===== config.mk =====
export PLATFORM = sky130hd
export DESIGN_NAME = rep_timer
export DESIGN_NICKNAME = d
export VERILOG_FILES = /design/src/rtl/rtmr_pkg.sv /design/src/rtl/rtmr_regs.sv /design/src/rtl/rtmr_psc.sv /design/src/rtl/rtmr_core.sv /design/src/rtl/rtmr_rep.sv /design/src/rtl/rep_timer.sv
export SDC_FILE = /design/constraint.sdc
export NUM_CORES = 1
export LEC_CHECK = 0
export ABC_AREA = 1
export BUFFER_PORTS_ARGS = -buffer_cell sky130_fd_sc_hd__clkbuf_2
export CORE_ASPECT_RATIO = 2
export CORE_UTILIZATION = 55
export DETAILED_ROUTE_END_ITERATION = 8
export PLACE_DENSITY = 0.75
export SKIP_LAST_GASP = 1
export SYNTH_ARGS = -nofsm -noshare
export SYNTH_HDL_FRONTEND = slang
export SYNTH_HIERARCHICAL = 1
export SYNTH_SLANG_ARGS = --single-unit
export TNS_END_PERCENT = 100

===== constraint.sdc =====
create_clock -name clk -period 3.7 [get_ports clk]
set_input_delay 0.925 -clock clk [delete_from_list [all_inputs] [get_ports clk]]
set_output_delay 0.925 -clock clk [all_outputs]
set_load 0.02 [all_outputs]

===== src/rtl/rtmr_pkg.sv =====
// Shared encodings for the repetition-gated timer.
// Assumes: mode and write-select fields are two bits wide.
package rtmr_pkg;
    typedef enum logic [1:0] {
        MODE_UP     = 2'b00,
        MODE_DOWN   = 2'b01,
        MODE_CENTER = 2'b10,
        MODE_RSVD   = 2'b11
    } cnt_mode_e;

    localparam int FLD_PERIOD = 0;
    localparam int FLD_PSC    = 1;
    localparam int FLD_CMP    = 2;
    localparam int FLD_REP    = 3;
    localparam int N_BUF      = 3;
endpackage


===== src/rtl/rtmr_regs.sv =====
// Buffered and active copies of period, prescaler and compare, plus the
// repetition register. Active copies load from the buffered copy (including a
// write in the same cycle) on an update; the period may bypass buffering.
// Assumes: repetition value uses the low REP_W bits of the write data.
module rtmr_regs
    import rtmr_pkg::*;
#(
    parameter int CNT_W = 16,
    parameter int REP_W = 8
) (
    input  logic                         clk,
    input  logic                         rst_n,
    input  logic                         wr_en,
    input  logic [1:0]                   wr_sel,
    input  logic [CNT_W-1:0]             wr_data,
    input  logic                         period_buf_en,
    input  logic                         upd,
    output logic [N_BUF-1:0][CNT_W-1:0]  act,
    output logic [REP_W-1:0]             rep_val
);
    for (genvar g = 0; g < N_BUF; g++) begin : g_fld
        localparam logic [CNT_W-1:0] RST_VAL = (g == FLD_PERIOD) ? '1 : '0;
        logic [CNT_W-1:0] pre_q, pre_nxt, act_q;
        logic             hit;

        // Select write data or hold for this field's buffered copy.
        always_comb begin
            hit     = wr_en && (wr_sel == 2'(g));
            pre_nxt = hit ? wr_data : pre_q;
        end

        // Buffered copy register.
        always_ff @(posedge clk) begin
            if (!rst_n) pre_q <= RST_VAL;
            else        pre_q <= pre_nxt;
        end

        // Active copy: load on update, or directly for an unbuffered period.
        always_ff @(posedge clk) begin
            if (!rst_n)                                           act_q <= RST_VAL;
            else if (upd)                                         act_q <= pre_nxt;
            else if (g == FLD_PERIOD && !period_buf_en && hit)    act_q <= wr_data;
        end

        assign act[g] = act_q;
    end

    // Repetition register, used directly by the repetition counter.
    always_ff @(posedge clk) begin
        if (!rst_n)                                        rep_val <= '0;
        else if (wr_en && wr_sel == 2'(FLD_REP))           rep_val <= wr_data[REP_W-1:0];
    end
endmodule


===== src/rtl/rtmr_psc.sv =====
// Prescaler: emits a one-cycle step pulse once every (div + 1) enabled cycles.
// Assumes: restart has priority and returns the count to zero.
module rtmr_psc #(
    parameter int W = 16
) (
    input  logic         clk,
    input  logic         rst_n,
    input  logic         en,
    input  logic [W-1:0] div,
    input  logic         restart,
    output logic         step
);
    localparam logic [W-1:0] ONE = W'(1);
    logic [W-1:0] pcnt;

    // Step when enabled and the divider count has reached its limit.
    assign step = en && (pcnt >= div);

    // Divider count.
    always_ff @(posedge clk) begin
        if (!rst_n)      pcnt <= '0;
        else if (restart) pcnt <= '0;
        else if (en)     pcnt <= step ? '0 : pcnt + ONE;
    end
endmodule


===== src/rtl/rtmr_core.sv =====
// Main counter: up, down or center-aligned over 0..period, flagging each
// end-of-range step (overflow or underflow).
// Assumes: reserved mode behaves as up; direction is up outside center mode.
module rtmr_core
    import rtmr_pkg::*;
#(
    parameter int W = 16
) (
    input  logic         clk,
    input  logic         rst_n,
    input  logic         step,
    input  cnt_mode_e    mode,
    input  logic [W-1:0] period,
    output logic [W-1:0] count,
    output logic         wrap
);
    localparam logic [W-1:0] ONE = W'(1);
    logic dir_dn;
    logic at_top, at_bot;

    // End-of-range detection for the current mode and direction.
    always_comb begin
        at_top = (count >= period);
        at_bot = (count == '0);
        unique case (mode)
            MODE_DOWN:   wrap = step && at_bot;
            MODE_CENTER: wrap = step && (dir_dn ? at_bot : at_top);
            default:     wrap = step && at_top;
        endcase
    end

    // Count and direction update.
    always_ff @(posedge clk) begin
        if (!rst_n) begin
            count  <= '0;
            dir_dn <= 1'b0;
        end else if (step) begin
            unique case (mode)
                MODE_DOWN: begin
                    count  <= at_bot ? period : count - ONE;
                    dir_dn <= 1'b0;
                end
                MODE_CENTER: begin
                    if (!dir_dn) begin
                        if (at_top) begin
                            count  <= (period == '0) ? '0 : count - ONE;
                            dir_dn <= 1'b1;
                        end else begin
                            count  <= count + ONE;
                        end
                    end else begin
                        if (at_bot) begin
                            count  <= (period == '0) ? '0 : ONE;
                            dir_dn <= 1'b0;
                        end else begin
                            count  <= count - ONE;
                        end
                    end
                end
                default: begin
                    count  <= at_top ? '0 : count + ONE;
                    dir_dn <= 1'b0;
                end
            endcase
        end else if (mode != MODE_CENTER) begin
            dir_dn <= 1'b0;
        end
    end
endmodule


===== src/rtl/rtmr_rep.sv =====
// Repetition counter: counts end-of-range events down to zero, fires on the
// event seen at zero and reloads itself; a forced update also reloads it.
// Assumes: force and wrap in one cycle behave as a reload.
module rtmr_rep #(
    parameter int REP_W = 8
) (
    input  logic             clk,
    input  logic             rst_n,
    input  logic             wrap,
    input  logic             force_upd,
    input  logic [REP_W-1:0] rep_val,
    output logic [REP_W-1:0] rep_cnt,
    output logic             fire
);
    localparam logic [REP_W-1:0] ONE = REP_W'(1);

    // Hardware update request from an end-of-range event at zero.
    assign fire = wrap && (rep_cnt == '0);

    // Remaining end-of-range events before the next update.
    always_ff @(posedge clk) begin
        if (!rst_n)                rep_cnt <= '0;
        else if (force_upd || fire) rep_cnt <= rep_val;
        else if (wrap)             rep_cnt <= rep_cnt - ONE;
    end
endmodule


===== src/rtl/rep_timer.sv =====
// Repetition-gated timer top: prescaler, counter, repetition counter and
// buffered registers, plus the sticky update flag.
// Assumes: upd_o is combinational; its effects land on the following edge.
module rep_timer
    import rtmr_pkg::*;
#(
    parameter int CNT_W = 16,
    parameter int REP_W = 8
) (
    input  logic             clk,
    input  logic             rst_n,
    input  logic             cnt_en,
    input  logic             wr_en,
    input  logic [1:0]       wr_sel,
    input  logic [CNT_W-1:0] wr_data,
    input  logic             period_buf_en,
    input  logic [1:0]       mode,
    input  logic             sw_update,
    input  logic             slave_update,
    input  logic             uif_clr,
    output logic [CNT_W-1:0] count_o,
    output logic             upd_o,
    output logic             uif_o,
    output logic [CNT_W-1:0] period_o,
    output logic [CNT_W-1:0] psc_o,
    output logic [CNT_W-1:0] cmp_o
);
    logic [N_BUF-1:0][CNT_W-1:0] act;
    logic [REP_W-1:0]            rep_val;
    logic [REP_W-1:0]            rep_cnt;
    logic                        step, wrap, fire, force_upd;
    cnt_mode_e                   mode_e;

    assign mode_e    = cnt_mode_e'(mode);
    assign force_upd = sw_update || slave_update;
    assign upd_o     = fire || force_upd;
    assign period_o  = act[FLD_PERIOD];
    assign psc_o     = act[FLD_PSC];
    assign cmp_o     = act[FLD_CMP];

    rtmr_regs #(.CNT_W(CNT_W), .REP_W(REP_W)) u_regs (
        .clk(clk), .rst_n(rst_n), .wr_en(wr_en), .wr_sel(wr_sel),
        .wr_data(wr_data), .period_buf_en(period_buf_en), .upd(upd_o),
        .act(act), .rep_val(rep_val)
    );

    rtmr_psc #(.W(CNT_W)) u_psc (
        .clk(clk), .rst_n(rst_n), .en(cnt_en), .div(act[FLD_PSC]),
        .restart(upd_o), .step(step)
    );

    rtmr_core #(.W(CNT_W)) u_core (
        .clk(clk), .rst_n(rst_n), .step(step), .mode(mode_e),
        .period(act[FLD_PERIOD]), .count(count_o), .wrap(wrap)
    );

    rtmr_rep #(.REP_W(REP_W)) u_rep (
        .clk(clk), .rst_n(rst_n), .wrap(wrap), .force_upd(force_upd),
        .rep_val(rep_val), .rep_cnt(rep_cnt), .fire(fire)
    );

    // Sticky update flag; a new update beats a clear.
    always_ff @(posedge clk) begin
        if (!rst_n)       uif_o <= 1'b0;
        else if (upd_o)   uif_o <= 1'b1;
        else if (uif_clr) uif_o <= 1'b0;
    end
endmodule


==> results by group, run 1 <==
Power and ir drop
  • Worst VDD drop: 0.000504 V
  • Pint: 3100 µW
  • Psw: 1480 µW
  • P_leak: between 0.005 and 0.006 µW
  • Sw frac: 32.3%
  • Pwr dens: slightly above 400 nW/µm²
  • Clock share of power: 38.1%
  • Combinational power share: 25.0%
  • PnR Total Power: about 4600 µW
  • Part of the power in registers: 36.8%

Yosys
  • Yosys cell types: around 50
  • Seq/Total Area, Yosys: a little under a third
  • Avg Cell Area, Syn: roughly 6.5 µm²
  • Synthesis Warnings: 6
  • Synthesized net count: 1536
  • Post-synth ARST share: 0%
  • Primary FF master, synth: dfxtp_1
  • Synth Instances: 1468
  • EDFF count, synth: 0
  • Syn Std Cell Area: about 9500 µm²
  • #FFs+latches synth: 146

Routing
  • Routed vias/inst: about 5.6
  • DRT Wirelength: 30.4 mm
  • Antenna viol nets, final: 0
  • Total number of vias: 9957
  • Drt first pass iters: 5
  • Drt wl/cell: 17.0 µm
  • First DRT Iteration DRCs: 574
  • # DRC: 0

Cells and area
  • Most frequent cells in the layout: nand2_1, nor2_1, nand3_1
  • FILL cells: 1631
  • Final nets: 1635
  • Most common library cell in the layout ignoring fill and taps: nand2_1
  • Area growth from synthesis to layout: 15.8%
  • Util after Layout: 65.6%
  • Area of the multi-input gates: between 5000 and 6000 µm²
  • ANT cells: 0
  • Proportion of layout cells with a drive suffix above 1: between 10% and 20%
  • Register area: 2940 µm²

Status
  • Outcome: completed

STA
  • Worst Tran Pin Value: 825 ps
  • Final period utilization: roughly 97%
  • Worst Clk Skew: 10.1 ps
  • F_max: 277 MHz
  • Final setup viols: 0
  • Final Critical Period: 3610 ps
  • Final Max Slew Viols: 0
  • Slew headroom: around 45%
  • Final hold vios: 0
  • Hold Worst Slack: 445 ps
  • Worst Slack Setup Final: 93.8 ps

Worst setup path
  • Critical Path Start Type: register
  • Reg-to-reg startpoint: u_regs/g_fld[0].act_q[11]$_SDFFE_PN1P_
  • Worst EP arrival: 2680 ps
  • R2r setup slk: 290 ps
  • CP max FO: 3
  • Critical path class: reg -> out
  • CP endpoint kind: output pin
  • Worst endpoint required time: 2770 ps
  • Worst Setup SP: u_regs/g_fld[0].act_q[11]$_SDFFE_PN1P_

Clocking
  • Clock Sinks: 146
  • H-tree levels: 4
  • Worst-Skew Late Latency: around 430 ps
  • Max Root-Sink Buffers: 2
  • Clk pin slew, worst setup/hold paths: 60 ps
  • Num CTS Buffers: 17
  • Clk root buf: clkbuf_16
  • CTS tree: done

Die
  • Total core area: 16800 µm²
  • Initial core utilization: 56.6%
  • Die H: 188 µm
  • Rows: 67
  • Die ar.: 17900 µm²
  • Die X: between 90 and 100 µm
  • Ports: 94

Global routing
  • Largest net degree at the start of global routing: 83
  • First-pass GRT wire length: 47.9 mm
  • Initial antenna violation count: 0
  • Vias in the first global route: 9515
  • Grt ovf: 0
  • GRT Util Overall: a little over a third

Worst hold path
  • Worst hold path type: reg -> reg
  • Hold path startpoint: u_regs/rep_val[6]$_SDFFE_PN0P_

Placed design
  • Routability cong.: 0.982
  • Detail Placement HPWL: 22.3 mm
  • Dpl ws: between 200 and 250 ps
  • # port buffers: 93

Run
  • Number of max-cap violations: 0
area by class of cell:
class,count,area share [%]
multi-input cells,1064,50.8
flip-flops and latches,146,26.6
repair buffers,154,8.56
inverters,184,6.32
clock buffers,20,4.13
well taps,207,2.34
clock inverters,10,1.22
layer usage:
metal | GRT usage (%) | wire length (µm)
met5 | 0 | 0
met4 | 26.3 | 2430
met3 | 7.63 | 1750
met2 | 61.8 | 15800
met1 | 34.8 | 10400
synth_stat cells (3+ instances only):
cell type  count  area (µm²)
nand2_1      368        1380
nor3_1         4        20.0
nor2_1       185         694
nor2_4         8        90.1
ha_1          40         500
clkinv_1       6        22.5
a21oi_2       10        87.6
buf_6         11         124
buf_2         19        95.1
xor2_1        18         158
nand2_2       10        62.6
o21ai_1        6        30.0
buf_1          9        33.8
nor2_2        18         113
buf_4         10        75.1
clkbuf_1      24        90.1
dfxtp_1      146        2920
nand4_1       43         269
nand3b_1      21         158
o21ai_0       22         110
xnor2_1        6        52.6
inv_1        165         619
nand3_1      172         861
nand2_4        5        56.3
o21a_1         7        52.6
nor2_8         4        80.1
a21oi_1       91         455
o211ai_1       3        22.5
inv_2         11        41.3
power groups by stage:
stage / combinational, µW / clock, µW / sequential [µW]
after CTS: 1110 / 1770 / 1680
after detailed placement: 1090 / 0 / 1720
after global routing: 1260 / 1840 / 1690
after global placement: 1090 / 0 / 1710
after floorplan: 733 / 0 / 1760
final: 1150 / 1750 / 1690
critical path, cell delays in order (launching register included):
cell,delay (ps)
dfxtp_2,340
inv_2,50
ha_4,260
nand4_1,160
nor3_4,290
nand2_2,130
nand2_4,90
inv_2,40
nand2_2,60
nand2_2,70
a31oi_4,200
nand2_2,100
inv_2,60
nand2_2,50
nor2_4,100
inv_2,50
nand2_2,80
buf_8,120
kinds of logic (layout without fill, tap and decap cells):
logic type / after synthesis / after routing / share of synthesized area [%]
AND/OR/NAND/NOR: 849 / 849 / 41.0
multiplexers: 1 / 1 / 0.105
AO/OA/AOI/OAI: 150 / 150 / 9.06
adder cells (fa/ha/maj): 40 / 40 / 5.25
flip-flops: 146 / 146 / 30.6
buffers and inverters: 258 / 368 / 11.8
XOR/XNOR: 24 / 24 / 2.20
state kept, by name, summed over array words and instances, names as in the netlist:
register	flops
u_core/count	16
u_core/dir_dn	1
u_psc/pcnt	16
u_regs/g_fld.act_q	48
u_regs/g_fld.pre_q	48
u_regs/rep_val	8
u_rep/rep_cnt	8
uif_o	1
worst paths after layout:
check / end / cells after the start
min reg2reg: u_regs/rep_val[6]$_SDFFE_PN0P_ / 2
max reg2reg: u_regs/g_fld[0].act_q[4]$_SDFFE_PN1P_ / 25
min: u_regs/rep_val[6]$_SDFFE_PN0P_ / 2
max: upd_o / 17
stage by stage:
stage | setup TNS [ps] | cells | area, µm²
6_report | 0 | 1785 | 11000
5_1_grt | -24.5 | 1785 | 11000
3_5_place_dp | 0 | 1745 | 10200
4_1_cts | 0 | 1778 | 10900
3_3_place_gp | 0 | 1745 | 10200
2_1_floorplan | 0 | 1468 | 9540
what timing repair did:
item,CTS,global route
hold buffers,0,0
buffers inserted,3,7
setup endpoints to repair,1,1
pin swaps,5,10
resized for setup,19,23
Power figures use the tool's default switching activity.
==> inputs of run 2 (changes only) <==
- PLACE_DENSITY: 0.75 -> default
- PLACE_DENSITY_LB_ADDON: default -> 0.05
==> run 2 against run 1 <==
Effect of this change: combinational power about the same; hold slack barely moved; total power barely moved; flip-flop and latch count unchanged; routed wire length fell by 2.6%.
==> results by group, run 2 (synthesis results as in run 1) <==
Placed design
  • Routability cong.: 0.944
  • # port buffers: 93
  • Dpl ws: 192 ps
  • Detail Placement HPWL: 21.9 mm

Routing
  • Total number of vias: 9705
  • Drt wl/cell: 16.7 µm
  • DRT Wirelength: 29.6 mm
  • Drt first pass iters: 5
  • # DRC: 0
  • Antenna viol nets, final: 0
  • Routed vias/inst: roughly 5.5
  • First DRT Iteration DRCs: 471

Worst setup path
  • CP Depth: 18
  • CP max FO: 3
  • Reg-to-reg startpoint: u_regs/g_fld[0].act_q[6]$_SDFFE_PN1P_
  • Worst-path cell chain: inv_1 > ha_1 > nand2_1 > o21a_1 > nand2_1 > nand2_2 > nand2_4 > inv_2 > nand2_2 > nand2_4 > a31oi_4 > nand2_2 > clkinv_1 > nand2_1 > nor2_2 > inv_1 > nand2_2 > buf_6
  • Top delay family on crit path: simple AND/OR/NAND/NOR gates
  • Critical Path Start Type: register
  • Worst endpoint required time: 2770 ps
  • Critical-path top delay cell: dfxtp_1
  • CP endpoint kind: output pin
  • Crit path largest cell delay: 370 ps
  • Critical path class: reg -> out
  • Reg2Reg Depth: 23
  • RR Endpoint: u_psc/pcnt[6]$_SDFFE_PP0P_
  • Buf/Inv on CP: 5
  • Worst EP arrival: 2690 ps
  • CP most frequent cell: nand2_2
  • R2r setup slk: 490 ps

Status
  • Outcome: completed

Global routing
  • Grt ovf: 0
  • Largest net degree at the start of global routing: 82
  • Initial antenna violation count: 0
  • GRT Util Overall: 34.0%
  • Vias in the first global route: 8991
  • First-pass GRT wire length: 46.2 mm

Clocking
  • Clk root buf: clkbuf_16
  • CTS tree: done
  • Max Root-Sink Buffers: 2
  • Worst-Skew Late Latency: between 400 and 500 ps
  • H-tree levels: 4
  • Clock Sinks: 146
  • Clk pin slew, worst setup/hold paths: 60 ps
  • Num CTS Buffers: 17

STA
  • Worst Tran Pin Value: 874 ps
  • Final setup viols: 0
  • F_max: 277 MHz
  • Hold Worst Slack: 445 ps
  • Final period utilization: 97.6%
  • Slew headroom: a little over two fifths
  • Worst Slack Setup Final: 87.4 ps
  • Final hold vios: 0
  • Final Critical Period: 3610 ps
  • Worst Clk Skew: 8.15 ps
  • Setup TNS: 0 ps
  • Final Max Slew Viols: 0

Die
  • Total core area: 16800 µm²
  • Die ar.: approximately 18000 µm²
  • Ports: 94
  • Rows: 67
  • Die H: 188 µm
  • Die X: 95.1 µm
  • Initial core utilization: 56.6%

Power and ir drop
  • PnR Total Power: 4580 µW
  • Worst VDD drop: ~0.00042 V
  • Pwr dens: 418 nW/µm²
  • P_leak: 0.00556 µW

Cells and area
  • Area growth from synthesis to layout: 14.7%
  • Proportion of layout cells with a drive suffix above 1: between 10% and 20%
  • FILL cells: 1655
  • Biggest regs: u_regs/g_fld.act_q (48), u_regs/g_fld.pre_q (48)
  • Most common library cell in the layout ignoring fill and taps: nand2_1
  • Most frequent cells in the layout: nand2_1, nor2_1, nand3_1
  • Final nets: approximately 1600
  • ANT cells: 0

Worst hold path
  • Worst hold path type: reg -> reg
  • Hold path startpoint: u_regs/rep_val[6]$_SDFFE_PN0P_
  • Hold Path Depth: 2
  • Worst Hold Endpoint: u_regs/rep_val[6]$_SDFFE_PN0P_

Run
  • Number of max-cap violations: 0
## run 2: cell types whose count changed in the layout (fill, tap and decap cells not counted), moves of 2 or more
cell        previous run  this run
buf_12                 1         3
buf_4                 60        44
clkinvlp_4             1         3
dfxtp_1              135       128
dfxtp_2               11        17
ha_1                  35        37
ha_4                   5         2
inv_1                156       159
inv_2                 21        16
inv_6                  0         2
nand2_1              361       363
nand2_2               17        14
nor2_2                17        19
## run 2: final cells by class
cell class | instances | area [µm²] | area share [%]
clock inverter | 13 | 159 | 1.45
multi-input combinational | 1064 | 5570 | 50.9
clock buffer | 19 | 443 | 4.05
inverter | 184 | 701 | 6.40
sequential | 146 | 2950 | 26.9
tap | 207 | 259 | 2.37
timing repair buffer | 140 | 862 | 7.88
## run 2: power by group
group / leakage, µW / switching, µW / internal, µW
Sequential: 0.00119 / 44.9 / 1640
Combinational: 0.00408 / 760 / 363
Clock: 0.000290 / 691 / 1080
## run 2: layer usage
metal | global-route usage (%) | wire length, µm | vias to the layer above | part of all wire [%]
li1 | - | - | 4869 | -
met1 | 33.7 | 10500 | 4401 | 35
met2 | 59.8 | 15400 | 318 | 52
met3 | 7.59 | 1580 | 117 | 5.3
met4 | 24.5 | 2150 | 0 | 7.3
met5 | 0 | 0 | - | 0
## run 2: metrics by stage
stage,std cells,cell area (µm²),util (%)
6_report,1773,10900,65.0
5_1_grt,1773,10900,65.0
4_1_cts,1769,10900,64.4
3_5_place_dp,1737,10200,60.6
3_3_place_gp,1737,10200,60.6
2_1_floorplan,1468,9540,-
## run 2: worst min-delay path: stages, from the launching register on
cell	delay (ps)
dfxtp_1	310
inv_1	50
a21oi_1	50
## run 2: what timing repair did
item	in CTS	in global routing
gates resized for setup	17	27
pin swaps	3	8
setup endpoints to repair	1	1
hold buffers	0	0
setup buffers	0	4
## run 2: how the worst max path moves through the flow
stage               slack (ps)                                    end                                  start
floorplan                   60  u_regs/g_fld[0].act_q[5]$_SDFFE_PN1P_                                mode[0]
global placement           260                                  upd_o                                mode[0]
detailed placement         190                                  upd_o                                mode[0]
CTS                          8                                  upd_o  u_regs/g_fld[0].act_q[9]$_SDFFE_PN1P_
global route               -30                                  upd_o           u_core/count[1]$_SDFFE_PN0P_
finish                      90                                  upd_o  u_regs/g_fld[0].act_q[6]$_SDFFE_PN1P_
